[src/rtl/dma_seq_pkg.sv]
`timescale 1ns/1ps
package dma_seq_pkg;

    localparam int STEP_W = 6;

    typedef enum logic [1:0] {
        MODE_NORM1,
        MODE_NORM2,
        MODE_BURST
    } bus_mode_e;

    typedef enum logic [2:0] {
        ST_IDLE,
        ST_WAIT_REQ,
        ST_RD_ARB,
        ST_RD_BUSY,
        ST_WR_GAP,
        ST_WR_ARB,
        ST_WR_BUSY
    } seq_state_e;

    typedef struct packed {
        seq_state_e state;
        bus_mode_e  mode;
        logic       bus_req;
        logic       dec;
        logic       fin;
    } seq_regs_t;

endpackage

[src/rtl/dma_mode_dec.sv]
`timescale 1ns/1ps
module dma_mode_dec
    import dma_seq_pkg::*;
(
    input  logic       burst_i,
    input  logic       lock_i,
    input  logic [1:0] steal_i,
    output bus_mode_e  mode_o
);

    always_comb begin
        if (burst_i) begin
            mode_o = MODE_BURST;
        end else if (steal_i == 2'b00 && lock_i) begin
            mode_o = MODE_NORM2;
        end else begin
            mode_o = MODE_NORM1;
        end
    end

endmodule

[src/rtl/dma_unit_dec.sv]
`timescale 1ns/1ps
module dma_unit_dec
    import dma_seq_pkg::*;
(
    input  logic [2:0]        unit_i,
    output logic [STEP_W-1:0] step_o
);

    always_comb begin
        case (unit_i)
            3'd0:    step_o = STEP_W'(1);
            3'd1:    step_o = STEP_W'(2);
            3'd2:    step_o = STEP_W'(4);
            3'd3:    step_o = STEP_W'(16);
            3'd4:    step_o = STEP_W'(32);
            default: step_o = STEP_W'(1);
        endcase
    end

endmodule

[src/rtl/dma_xfer_cnt.sv]
`timescale 1ns/1ps
module dma_xfer_cnt
    import dma_seq_pkg::*;
#(
    parameter int CNT_W = 16
) (
    input  logic              clk,
    input  logic              rst_n,
    input  logic              load_i,
    input  logic [CNT_W-1:0]  init_i,
    input  logic [STEP_W-1:0] step_i,
    input  logic              dec_i,
    output logic [CNT_W-1:0]  cnt_o,
    output logic              last_o
);

    typedef struct packed {
        logic [CNT_W-1:0]  cnt;
        logic [STEP_W-1:0] step;
    } cnt_regs_t;

    cnt_regs_t d, q;
    logic [CNT_W-1:0] step_ext;

    assign step_ext = CNT_W'(q.step);

    always_comb begin
        d = q;
        if (load_i) begin
            d.cnt  = init_i;
            d.step = step_i;
        end else if (dec_i) begin
            d.cnt = (q.cnt <= step_ext) ? '0 : q.cnt - step_ext;
        end
    end

    always_ff @(posedge clk or negedge rst_n) begin
        if (!rst_n) begin
            q <= '0;
        end else begin
            q <= d;
        end
    end

    assign cnt_o  = q.cnt;
    assign last_o = (q.cnt <= step_ext);

    // each decrement shrinks the remaining count
    assert_cnt_shrinks_R9: assert property (@(posedge clk) disable iff (!rst_n)
        (dec_i && !load_i && q.cnt != '0) |=> (q.cnt < $past(q.cnt)));

    // the final unit saturates the count at zero
    assert_cnt_saturates_R9: assert property (@(posedge clk) disable iff (!rst_n)
        (dec_i && !load_i && last_o) |=> (q.cnt == '0));

endmodule

[src/rtl/dma_bus_fsm.sv]
`timescale 1ns/1ps
module dma_bus_fsm
    import dma_seq_pkg::*;
(
    input  logic      clk,
    input  logic      rst_n,
    input  logic      start_i,
    input  logic      cnt_nz_i,
    input  bus_mode_e mode_i,
    input  logic      req_n_i,
    input  logic      gnt_i,
    input  logic      rd_done_i,
    input  logic      wr_done_i,
    input  logic      last_i,
    output logic      load_o,
    output logic      dec_now_o,
    output logic      bus_req_o,
    output logic      rd_stb_o,
    output logic      wr_stb_o,
    output logic      dec_o,
    output logic      end_o,
    output logic      busy_o
);

    seq_regs_t d, q;

    always_comb begin
        d         = q;
        d.dec     = 1'b0;
        d.fin     = 1'b0;
        load_o    = 1'b0;
        dec_now_o = 1'b0;
        rd_stb_o  = 1'b0;
        wr_stb_o  = 1'b0;
        case (q.state)
            ST_IDLE: begin
                if (start_i && cnt_nz_i) begin
                    load_o  = 1'b1;
                    d.mode  = mode_i;
                    d.state = ST_WAIT_REQ;
                end
            end
            ST_WAIT_REQ: begin
                if (!req_n_i) begin
                    d.bus_req = 1'b1;
                    d.state   = ST_RD_ARB;
                end
            end
            ST_RD_ARB: begin
                if (gnt_i && q.bus_req) begin
                    rd_stb_o = 1'b1;
                    d.state  = ST_RD_BUSY;
                end
            end
            ST_RD_BUSY: begin
                if (rd_done_i) begin
                    if (q.mode == MODE_NORM2) begin
                        d.bus_req = 1'b0;
                        d.state   = ST_WR_GAP;
                    end else begin
                        d.state = ST_WR_ARB;
                    end
                end
            end
            ST_WR_GAP: begin
                d.bus_req = 1'b1;
                d.state   = ST_WR_ARB;
            end
            ST_WR_ARB: begin
                if (gnt_i && q.bus_req) begin
                    wr_stb_o = 1'b1;
                    d.state  = ST_WR_BUSY;
                end
            end
            ST_WR_BUSY: begin
                if (wr_done_i) begin
                    dec_now_o = 1'b1;
                    d.dec     = 1'b1;
                    if (last_i) begin
                        d.fin     = 1'b1;
                        d.bus_req = 1'b0;
                        d.state   = ST_IDLE;
                    end else if (q.mode == MODE_BURST) begin
                        d.state = ST_RD_ARB;
                    end else begin
                        d.bus_req = 1'b0;
                        d.state   = ST_WAIT_REQ;
                    end
                end
            end
            default: begin
                d.state   = ST_IDLE;
                d.bus_req = 1'b0;
            end
        endcase
    end

    always_ff @(posedge clk or negedge rst_n) begin
        if (!rst_n) begin
            q <= '{state: ST_IDLE, mode: MODE_NORM1, bus_req: 1'b0, dec: 1'b0, fin: 1'b0};
        end else begin
            q <= d;
        end
    end

    assign bus_req_o = q.bus_req;
    assign dec_o     = q.dec;
    assign end_o     = q.fin;
    assign busy_o    = (q.state != ST_IDLE);

    // a read strobe only ever appears under a grant
    assert_rd_granted_R8: assert property (@(posedge clk) disable iff (!rst_n)
        rd_stb_o |-> gnt_i);

    // the end flag follows a write done and leaves the channel idle
    assert_end_after_write_R10: assert property (@(posedge clk) disable iff (!rst_n)
        q.fin |-> ($past(wr_done_i) && !busy_o && !q.bus_req));

    // in burst mode the request falls only together with the end flag
    assert_burst_holds_R7: assert property (@(posedge clk) disable iff (!rst_n)
        (q.mode == MODE_BURST && $fell(q.bus_req)) |-> q.fin);

    // in mode 2 a read done releases the bus at once
    assert_norm2_release_R6: assert property (@(posedge clk) disable iff (!rst_n)
        (q.mode == MODE_NORM2 && q.state == ST_RD_BUSY && rd_done_i) |=> !q.bus_req);

    // in mode 1 the request stays up from read done to write strobe
    assert_norm1_keeps_R5: assert property (@(posedge clk) disable iff (!rst_n)
        (q.mode == MODE_NORM1 && q.state == ST_RD_BUSY && rd_done_i) |=> q.bus_req);

endmodule

[src/rtl/dma_bus_seq.sv]
`timescale 1ns/1ps
module dma_bus_seq
    import dma_seq_pkg::*;
#(
    parameter int CNT_W = 16
) (
    input  logic             clk,
    input  logic             rst_n,
    input  logic             chan_start,
    input  logic [CNT_W-1:0] cnt_init,
    input  logic             burst_sel,
    input  logic             lock_sel,
    input  logic [1:0]       steal_mode,
    input  logic [2:0]       unit_sel,
    input  logic             req_n,
    input  logic             bus_gnt,
    input  logic             rd_done,
    input  logic             wr_done,
    output logic             bus_req,
    output logic             rd_stb,
    output logic             wr_stb,
    output logic             cnt_dec,
    output logic             xfer_end,
    output logic             chan_busy,
    output logic [CNT_W-1:0] cnt_left
);

    bus_mode_e         mode_sel;
    logic [STEP_W-1:0] step_sel;
    logic              load;
    logic              dec_now;
    logic              last;

    dma_mode_dec u_mode (
        .burst_i (burst_sel),
        .lock_i  (lock_sel),
        .steal_i (steal_mode),
        .mode_o  (mode_sel)
    );

    dma_unit_dec u_unit (
        .unit_i (unit_sel),
        .step_o (step_sel)
    );

    dma_xfer_cnt #(.CNT_W(CNT_W)) u_cnt (
        .clk    (clk),
        .rst_n  (rst_n),
        .load_i (load),
        .init_i (cnt_init),
        .step_i (step_sel),
        .dec_i  (dec_now),
        .cnt_o  (cnt_left),
        .last_o (last)
    );

    dma_bus_fsm u_fsm (
        .clk       (clk),
        .rst_n     (rst_n),
        .start_i   (chan_start),
        .cnt_nz_i  (|cnt_init),
        .mode_i    (mode_sel),
        .req_n_i   (req_n),
        .gnt_i     (bus_gnt),
        .rd_done_i (rd_done),
        .wr_done_i (wr_done),
        .last_i    (last),
        .load_o    (load),
        .dec_now_o (dec_now),
        .bus_req_o (bus_req),
        .rd_stb_o  (rd_stb),
        .wr_stb_o  (wr_stb),
        .dec_o     (cnt_dec),
        .end_o     (xfer_end),
        .busy_o    (chan_busy)
    );

endmodule

[config.mk]
export PLATFORM = sky130hd
export DESIGN_NAME = dma_bus_seq
export DESIGN_NICKNAME = d
export VERILOG_FILES = /design/src/rtl/dma_seq_pkg.sv /design/src/rtl/dma_mode_dec.sv /design/src/rtl/dma_unit_dec.sv /design/src/rtl/dma_xfer_cnt.sv /design/src/rtl/dma_bus_fsm.sv /design/src/rtl/dma_bus_seq.sv
export SDC_FILE = /design/constraint.sdc
export NUM_CORES = 1
export LEC_CHECK = 0
export BUFFER_PORTS_ARGS = -buffer_cell sky130_fd_sc_hd__buf_2
export CORE_UTILIZATION = 58
export CTS_CLUSTER_DIAMETER = 120
export DETAILED_ROUTE_END_ITERATION = 10
export GPL_ROUTABILITY_DRIVEN = 0
export PLACE_DENSITY = 0.85
export SKIP_CTS_REPAIR_TIMING = 1
export SYNTH_ARGS = -nofsm -noshare
export SYNTH_HDL_FRONTEND = slang
export SYNTH_SLANG_ARGS = --single-unit
[constraint.sdc]
create_clock -name clk -period 7.9 [get_ports clk]
set_clock_uncertainty 0.05 [all_clocks]
set_input_delay 0 -clock clk [delete_from_list [all_inputs] [get_ports clk]]
set_output_delay 0 -clock clk [all_outputs]
set_load 0.01 [all_outputs]
==> flow_metrics.env <==
export IMPL_outcome="complete, but fails checks"
export IMPL_violations="negative hold slack"
export IMPL_path_class="reg2reg"
export IMPL_ir_worst_vdd_mv=0.2285
export IMPL_die_x_microns=63.51
export IMPL_drt_total_wl_microns=5700
export IMPL_rows=21
export IMPL_seqCellArea_sq_um=725.7
export IMPL_drc_errors=0
export IMPL_num_vias=2151
export IMPL_port_buffers=51
export IMPL_setup_viol=0
export IMPL_final_nets=339
export IMPL_r2r_start="u_cnt.cnt_o[0]"
export IMPL_yosys_top_cells_count="29 x dfrtp_1, 20 x nand2_1, 20 x nor2_1"
export IMPL_dieArea_sq_um=4034
export IMPL_path_max_fanout=13
export IMPL_diodes=0
export IMPL_avgSynthCellArea_sq_um=8.778
export IMPL_drive_above_1_share_pct=24.34
export IMPL_syn_inst=250
export IMPL_grt_overflow=0
export IMPL_startpoint_type="flip-flop"
export IMPL_max_stage_delay_ps=820
export IMPL_layout_min_cycle_time_ps=3297
export IMPL_ys_top_cells_by_area="dfrtp_1 33%, buf_4 6.2%, nand2_1 3.4%, nor2_1 3.4%, a21oi_1 3.2%"
export IMPL_cts_max_level=2
export IMPL_track_usage_pct=27.99
export IMPL_grt_max_degree=30
export IMPL_fmax_ghz=0.3033
export IMPL_timing_rr_end="u_cnt.cnt_o[3]"
export IMPL_grt_first_pass_wirelength_microns=8645
export IMPL_yosys_cell_count_top_type="dfrtp_1"
export IMPL_async_flop_share_pct=100.0
export IMPL_grt_pass1_vias=1865
export IMPL_hpwlAfterDp_microns=3683
export IMPL_cts_sinks=29
export IMPL_cap_violations=0
export IMPL_hold_path_end="u_cnt.q[4]"
export IMPL_synthesis_nets=286
export IMPL_slowest_stage="a21boi_1"
export IMPL_worstHoldPathType="in2reg"
export IMPL_synthDominantCellAreaShare_pct=33.07
export IMPL_critical_path_cell_chain="inv_1 > ha_1 > inv_1 > fa_1 > a211oi_1 > o211ai_2 > a21boi_1 > nor2_1 > a221o_1"
export IMPL_worst_slew_pin_slew_ps=1033
export IMPL_wl_per_cell_microns=16.29
export IMPL_synth_seq_area_share_pct=33.07
export IMPL_multi_input_area_sq_um=1245
export IMPL_r2r_slack_ps=4600
export IMPL_cpMostUsedCell="inv_1"
export IMPL_chipHeight_microns=63.51
export IMPL_clockBufferDepth=2
export IMPL_p_leak_nw=1.129
export IMPL_yosys_area_top_type="dfrtp_1"
export IMPL_fin_crit_sh_pct=41.73
export IMPL_root_buffer="clkbuf_8"
export IMPL_mappedNetlistArea_sq_um=2195
export IMPL_first_pass_iters=5
export IMPL_hold_violations=3
export IMPL_whs_path_depth=3
export IMPL_slew_headroom_pct=31.12
export IMPL_antenna_found_initial=0
export IMPL_worstHoldStart="unit_sel[1]"
export IMPL_ys_dominant_reg_cell="dfrtp_1"
export IMPL_end_kind="flip-flop"
export IMPL_final_setup_tns_ps=0
export IMPL_rsz0062_at_grt="false"
export IMPL_cp_required_ps=8020
export IMPL_viasPerCell=6.146
export IMPL_drv_slew=0
export IMPL_drtAntennaViolNets=0
export IMPL_worstPathArrival_ps=3410
export IMPL_io_pins=52
export IMPL_yosys_cell_types_count=59
export IMPL_reg2reg_depth=9
export IMPL_p_per_area_nw_per_um2=373.2
export IMPL_n_fill_cell=277
export IMPL_synth_edf_count=0
export IMPL_fp_coreArea_sq_um=3468
export IMPL_hold_ws_ps=-21.48
export IMPL_drt_iter0_markers=231
export IMPL_numCtsBuffers=5
export IMPL_yosysWarnings=0
export IMPL_insertion_delay_ps=280
export IMPL_areaGrowthSynthToFinish_pct=19.50
export IMPL_initial_core_util_pct=63.28
export IMPL_ys_seq_elements=29
export IMPL_finalPower_mw=0.9786
export IMPL_clkTransAtPathRegs_ps=60
export IMPL_tritoncts="yes"
kinds of logic after synthesis:
group,count (synthesis),synth area share (%)
simple gates,104,27.02
mux,7,3.250
xor+xnor,5,1.995
compound gates,61,20.18
buf+inv,38,10.72
fa+ha+maj,6,3.763
flops,29,33.07
worst max-delay path: cells and delay by family (launching register included):
| kind | cells | cell delay, ps |
|---|---|---|
| buf+inv | 2 | 120 |
| compound gates | 4 | 1870 |
| flops | 1 | 390 |
| fa+ha+maj | 2 | 570 |
| simple gates | 1 | 170 |
metrics by stage:
stage / cells / area [sq um] / setup slack [ps] / utilization, %
2_1_floorplan: 250 / 2195 / 5317 / -
3_3_place_gp: 321 / 2332 / 4772 / 67.24
3_5_place_dp: 321 / 2332 / 4690 / 67.24
4_1_cts: 329 / 2412 / 4659 / 69.55
5_1_grt: 350 / 2623 / 4393 / 75.61
6_report: 350 / 2623 / 4603 / 75.61
layer usage:
| layer | vias to the layer above | wire (microns) | track usage, % |
|---|---|---|---|
| li1 | 1010 | - | - |
| met1 | 1011 | 2372 | 37.18 |
| met2 | 107 | 2725 | 45.48 |
| met3 | 23 | 447 | 4.891 |
| met4 | 0 | 155 | 9.943 |
| met5 | - | 0 | 0 |
area by class of cell:
class	instances	share of cell area (%)
Tap cell	46	2.195
Timing Repair Buffer	73	18.03
Clock buffer	8	3.053
Inverter	11	1.574
Sequential cell	29	27.67
Multi-Input combinational cell	183	47.47
worst max path at each step:
stage                     cells after the start           start             end
after detailed placement                      9  u_cnt.cnt_o[0]  u_cnt.cnt_o[3]
final                                         9  u_cnt.cnt_o[0]  u_cnt.cnt_o[3]
after CTS                                     9  u_cnt.cnt_o[0]  u_cnt.cnt_o[5]
after global routing                          9  u_cnt.cnt_o[0]  u_cnt.cnt_o[3]
after floorplan                              10  u_cnt.cnt_o[0]  u_cnt.cnt_o[3]
after global placement                        9  u_cnt.cnt_o[0]  u_cnt.cnt_o[3]
cells in the final DEF, fill, tap and decap left out, drive strengths merged, types with 5 or more instances in the layout:
cell	instances
buf	52
dfrtp	29
dlygate4sd3	21
nor2	21
nand2	20
o21ai	16
a21oi	14
inv	11
nand3	9
or4	9
or3	8
clkbuf	8
mux2i	6
nor3	5
nand2b	5
o31ai	5
ha	5
sequential cells by signal, summed over array words and instances (netlist names):
register         count
u_fsm.q              5
u_fsm.end_o          1
u_cnt.cnt_o         16
u_fsm.bus_req_o      1
u_cnt.q              5
u_fsm.dec_o          1
report_power, final:
group	switching, mW	total [mW]	internal (mW)
logic	0.313	0.563	0.250
registers	0.0877	0.301	0.213
clock network	0.0530	0.115	0.0623
(Power assumes the default switching activity.)
